<file path="config.mk">
export PLATFORM = sky130hd
export DESIGN_NAME = stlane_gen
export DESIGN_NICKNAME = d
export VERILOG_FILES = /design/src/rtl/stlane_pkg.sv /design/src/rtl/st_ea_calc.sv /design/src/rtl/st_lane_map.sv /design/src/rtl/stlane_gen.sv
export SDC_FILE = /design/constraint.sdc
export NUM_CORES = 1
export LEC_CHECK = 0
export BUFFER_PORTS_ARGS = -buffer_cell sky130_fd_sc_hd__buf_4
export CORE_AREA = 10 10 105 107
export DETAILED_ROUTE_END_ITERATION = 12
export DIE_AREA = 0 0 115 117
export PLACE_DENSITY_LB_ADDON = 0.1
export SYNTH_ARGS = -nofsm -noshare
export SYNTH_HDL_FRONTEND = slang
export SYNTH_SLANG_ARGS = --single-unit
</file>
<file path="constraint.sdc">
create_clock -name clk -period 6.5 [get_ports clk]
set_input_delay 0.65 -clock clk [delete_from_list [all_inputs] [get_ports clk]]
set_output_delay 0.65 -clock clk [all_outputs]
set_load 0.005 [all_outputs]
</file>
<file path="src/rtl/stlane_pkg.sv">
package stlane_pkg;

    typedef enum logic [1:0] {
        SZ_BYTE = 2'b00,
        SZ_HALF = 2'b01,
        SZ_WORD = 2'b10,
        SZ_WIDE = 2'b11
    } st_size_e;

    // log2 of the access size in bytes
    function automatic logic [1:0] size_log2(st_size_e sz);
        case (sz)
            SZ_BYTE: return 2'd0;
            SZ_HALF: return 2'd1;
            default: return 2'd2;
        endcase
    endfunction

    // clip the access span to what the bus width can hold
    function automatic logic [1:0] clip_span(logic [1:0] span, int lane_bits);
        if (int'(span) > lane_bits) return 2'(lane_bits);
        return span;
    endfunction

endpackage

</file>
<file path="src/rtl/st_ea_calc.sv">
module st_ea_calc
    import stlane_pkg::*;
#(
    parameter int ADDR_W = 32,
    parameter int DISP_W = 16
) (
    input  logic [ADDR_W-1:0] base,
    input  logic [DISP_W-1:0] disp,
    input  logic [1:0]        span,
    output logic [ADDR_W-1:0] ea_aligned
);
    localparam int EXT_W = ADDR_W - DISP_W;

    logic [ADDR_W-1:0] disp_ext;
    logic [ADDR_W-1:0] ea_raw;
    logic [ADDR_W-1:0] low_mask;

    always_comb begin
        disp_ext   = {{EXT_W{disp[DISP_W-1]}}, disp};
        ea_raw     = base + disp_ext;          // wraps modulo 2^ADDR_W
        low_mask   = (ADDR_W'(1) << span) - ADDR_W'(1);
        ea_aligned = ea_raw & ~low_mask;
    end
endmodule

</file>
<file path="src/rtl/st_lane_map.sv">
module st_lane_map
    import stlane_pkg::*;
#(
    parameter int DATA_W = 32
) (
    input  logic [$clog2(DATA_W/8)-1:0] lane_sel,
    input  logic [1:0]                  span,
    input  logic [DATA_W-1:0]           data,
    output logic [DATA_W/8-1:0]         be,
    output logic [DATA_W-1:0]           wdata
);
    localparam int LANES     = DATA_W / 8;
    localparam int LANE_BITS = $clog2(LANES);

    for (genvar i = 0; i < LANES; i++) begin : g_lane
        logic [7:0] pick [LANE_BITS+1];
        // candidate source byte for each possible access span
        for (genvar k = 0; k <= LANE_BITS; k++) begin : g_span
            assign pick[k] = data[(i % (1 << k))*8 +: 8];
        end
        assign wdata[i*8 +: 8] = pick[span];
        // lane belongs to the size-aligned group the address points at
        assign be[i] = ((LANE_BITS'(i) >> span) == (lane_sel >> span));
    end
endmodule

</file>
<file path="src/rtl/stlane_gen.sv">
module stlane_gen
    import stlane_pkg::*;
#(
    parameter int ADDR_W = 32,
    parameter int DISP_W = 16,
    parameter int DATA_W = 32
) (
    input  logic                 clk,
    input  logic                 rst,
    input  logic                 req_valid,
    input  logic [ADDR_W-1:0]    req_base,
    input  logic [DISP_W-1:0]    req_disp,
    input  logic [DATA_W-1:0]    req_data,
    input  logic [1:0]           req_size,
    output logic                 bus_valid,
    output logic [ADDR_W-1:0]    bus_addr,
    output logic [DATA_W/8-1:0]  bus_be,
    output logic [DATA_W-1:0]    bus_wdata
);
    localparam int LANES     = DATA_W / 8;
    localparam int LANE_BITS = $clog2(LANES);

    typedef struct packed {
        logic              valid;
        st_size_e          size;
        logic [ADDR_W-1:0] addr;
        logic [LANES-1:0]  be;
        logic [DATA_W-1:0] wdata;
    } bus_beat_t;

    st_size_e          size_in;
    logic [1:0]        span;
    logic [ADDR_W-1:0] ea_aligned;
    logic [LANES-1:0]  be_d;
    logic [DATA_W-1:0] wdata_d;
    bus_beat_t         beat_d, beat_q;

    assign size_in = st_size_e'(req_size);
    assign span    = clip_span(size_log2(size_in), LANE_BITS);

    st_ea_calc #(.ADDR_W(ADDR_W), .DISP_W(DISP_W)) ea_i (
        .base       (req_base),
        .disp       (req_disp),
        .span       (span),
        .ea_aligned (ea_aligned)
    );

    st_lane_map #(.DATA_W(DATA_W)) lane_i (
        .lane_sel (ea_aligned[LANE_BITS-1:0]),
        .span     (span),
        .data     (req_data),
        .be       (be_d),
        .wdata    (wdata_d)
    );

    always_comb begin
        beat_d.valid = 1'b1;
        beat_d.size  = size_in;
        beat_d.addr  = ea_aligned;
        beat_d.be    = be_d;
        beat_d.wdata = wdata_d;
    end

    always_ff @(posedge clk) begin
        if (rst) begin
            beat_q <= '0;
        end else if (req_valid) begin
            beat_q <= beat_d;
        end else begin
            beat_q.valid <= 1'b0;
            beat_q.be    <= '0;
        end
    end

    assign bus_valid = beat_q.valid;
    assign bus_addr  = beat_q.addr;
    assign bus_be    = beat_q.be;
    assign bus_wdata = beat_q.wdata;

    // ---------------- assertions ----------------
    logic [ADDR_W-1:0] chk_disp_ext;
    assign chk_disp_ext = ADDR_W'($signed(req_disp));

    assert_addr_sum_R1: assert property (@(posedge clk) disable iff (rst)
        (req_valid && req_size == 2'b00) |=>
            bus_addr == $past(req_base + chk_disp_ext));

    assert_byte_onehot_R3: assert property (@(posedge clk) disable iff (rst)
        (bus_valid && beat_q.size == SZ_BYTE) |->
            ($countones(bus_be) == 1 && bus_be[bus_addr[LANE_BITS-1:0]]));

    assert_half_align_R4: assert property (@(posedge clk) disable iff (rst)
        (bus_valid && beat_q.size == SZ_HALF) |->
            (bus_addr[0] == 1'b0 && $countones(bus_be) == 2));

    assert_word_align_R5: assert property (@(posedge clk) disable iff (rst)
        (bus_valid && (beat_q.size == SZ_WORD || beat_q.size == SZ_WIDE)) |->
            (bus_addr[LANE_BITS-1:0] == '0 && &bus_be));

    assert_valid_follows_R7: assert property (@(posedge clk) disable iff (rst)
        req_valid |=> bus_valid);

    assert_idle_clears_R9: assert property (@(posedge clk) disable iff (rst)
        !req_valid |=> (!bus_valid && bus_be == '0));
endmodule

</file>
==> results.txt <==
clk buf depth -> 2
Die Area -> 13500 µm²
clock-pin slew of the registers on the worst-case setup and hold paths -> 0.08 ns
min Tclk post-route -> 2.73 ns
endpoints failing hold -> 0
CTS Hold Buffers Added -> 0
multi-input logic area -> 2830 µm²
max-slew violations -> 0
via count -> 4356
FFs w/ async S/R, synth -> 0%
detailed-route wire length -> 13600 µm
period utilisation layout -> 42.0%
initial antenna violation count -> 0
most frequent cells in the layout -> buf_4 (153), dfxtp_1 (69), nor2_1 (64)
synth top area cells -> dfxtp_1 (31%), ha_1 (9.1%), mux2i_1 (8.4%), nor2_1 (5.5%), o21ai_0 (4.9%)
Skew-Pair Late Insertion Delay -> 0.34 ns
CTS tree -> built
cts repair resizes -> 0
worst setup path class -> in -> reg
ANT cells -> 0
post-synth top area cell -> dfxtp_1
clk root buf -> clkbuf_8
synthesized area per cell -> 8.18 µm²
Pwr Total -> 1.28 mW
initial core utilization -> 48.8%
CP cell instances -> buf_4 -> ha_1 -> nand3_2 -> nor2_1 -> o2111ai_1 -> a311oi_1 -> a21oi_1 -> o21ba_2 -> xnor2_1 -> a22o_1
Seq. cell area -> 1380 µm²
fmax -> 366 MHz
average wire per cell in the routed design -> 17.3 µm
critical path startpoint category -> input pin
Die Span X -> 115 µm
routability cong. -> 0.901
Post-CTS Setup Bufs -> 0
library cells used by synthesis -> 57
largest net degree at the start of global routing -> 66
Seq cells post-synth -> 69
Area Growth Syn to Fin -> 31.6%
Vias/cell -> 5.56
CP required -> 6.74 ns
crit path max fanout -> 8
met2 routed WL -> 6370 µm
ys flop type -> dfxtp_1
first-pass GRT wire length -> 21400 µm
Post-synth EDFFs -> 0
Highest Signal Layer -> met4
Synth Instances -> 538
TNS Setup -> 0 ns
Final setup viols -> 0
Num CTS Buffers -> 9
Slew @ Worst Pin -> 1.00 ns
most common cell after layout, fill and taps aside -> buf_4
sequential-to-total area share from yosys stat -> 31.4%
fillcell total -> 818
Top delay family on crit path -> compound AO/OA/AOI/OAI gates
Lkg Pwr -> 2.71 nW
Layout Nets -> 785
syn_nets -> 656
Max rail drop VDD -> 0.138 mV
Slowest-stage cell, CP -> a311oi_1
slowest stage delay, CP -> 0.46 ns
input/output buffers -> 153
# clock sinks -> 69
DP HPWL -> 10600 µm
core area -> 9020 µm²
Rel. slew slack -> 33.2%
area of the mapped netlist -> 4400 µm²
Worst Hold Class -> reg -> reg
share of cells above drive strength 1 -> 27.4%
P per Cell Area -> 221 nW/µm²
CTS H-tree depth -> 3
First-pass DRT Iterations -> 5
max-cap violations -> 0
Metal-1 WL -> 6050 µm
Rows -> 35
status -> finished, final reports clean
drt first-iter violations -> 303
num ports -> 154
Routed met3 length -> 932 µm
post-synth top area share -> 31.4%
clk_skew -> 0 ns
vias in the first global route -> 4356
# DRC -> 0
crit path DAT -> 2.97 ns
Die Y -> 117 µm
Total Routing Usage GR -> 19.5%
crit path buf inv count -> 1
synth warn -> 0
grt total ovfl -> 0
crit end category -> flop
RSZ-0062 raised after global routing -> false
DRT antenna net count -> 0
==> power by group <==
group	total, mW	switching, mW	internal (mW)
clock	0.436	0.178	0.258
sequential	0.479	0.0196	0.459
combinational	0.367	0.188	0.178
total	1.28	0.386	0.895
==> per-layer routing <==
| metal | track usage, % | vias up |
|---|---|---|
| met3 | 4.18 | 17 |
| li1 | - | 2189 |
| met4 | 6.44 | 0 |
| met5 | 0 | - |
| met2 | 32.5 | 148 |
| met1 | 24.4 | 2002 |
==> final timing paths <==
path | start | endpoint | slack [ns] | cells after the start
worst max-delay path | req_base[8] | bus_addr[25] | 3.77 | 10
worst min-delay path | bus_addr[28] | bus_addr[28] | 0.46 | 2
worst max register to register | bus_addr[30] | bus_addr[30] | 5.60 | 3
worst min register to register | bus_addr[28] | bus_addr[28] | 0.46 | 2
==> synthesized netlist by cell type (11+ instances only) <==
cell and number:
mux2i_1 37, xor2_1 13, xnor2_1 13, a21oi_1 41, ha_1 32, clkbuf_1 24
dfxtp_1 69, a211oi_1 11, nand2_1 50, nand3_1 14, o21ai_0 43, nor2_1 65
inv_1 11
==> per-stage QoR <==
step	cells	setup slack [ns]	hold slack [ns]	cell area (µm²)	util (%)
2_1_floorplan	538	3.89	0.449	4400	-
3_3_place_gp	767	3.52	0.448	5540	61.5
3_5_place_dp	767	3.45	0.449	5540	61.5
4_1_cts	783	3.81	0.468	5790	64.2
5_1_grt	783	3.53	0.496	5790	64.2
6_report	783	3.77	0.462	5790	64.2
==> sequential cells by signal (all words and copies together) (netlist names) <==
register and flops:
bus_valid 1, bus_be 4, bus_addr 32, bus_wdata 32
==> logic make-up after synthesis <==
group	Yosys count	share of synthesized area, %
buf+inv	47	4.32
compound gates	154	22.8
flops	69	31.4
xor+xnor	26	5.18
mux	38	8.67
other cells	2	0.171
simple gates	169	17.9
fa+ha+maj	33	9.56
==> final cells by class <==
class,instances,share of cell area (%)
Multi-Input combinational cell,422,48.9
Timing Repair Buffer,153,19.8
Tap cell,111,2.40
Clock buffer,9,2.14
Clock inverter,7,2.10
Sequential cell,69,23.9
Inverter,12,0.778
==> worst min-delay path: stages, from the launching register on <==
cell and delay [ns]:
dfxtp_1 0.33, nand2_1 0.05, o21ai_0 0.05
No activity file was read; power rests on OpenSTA's default activity.
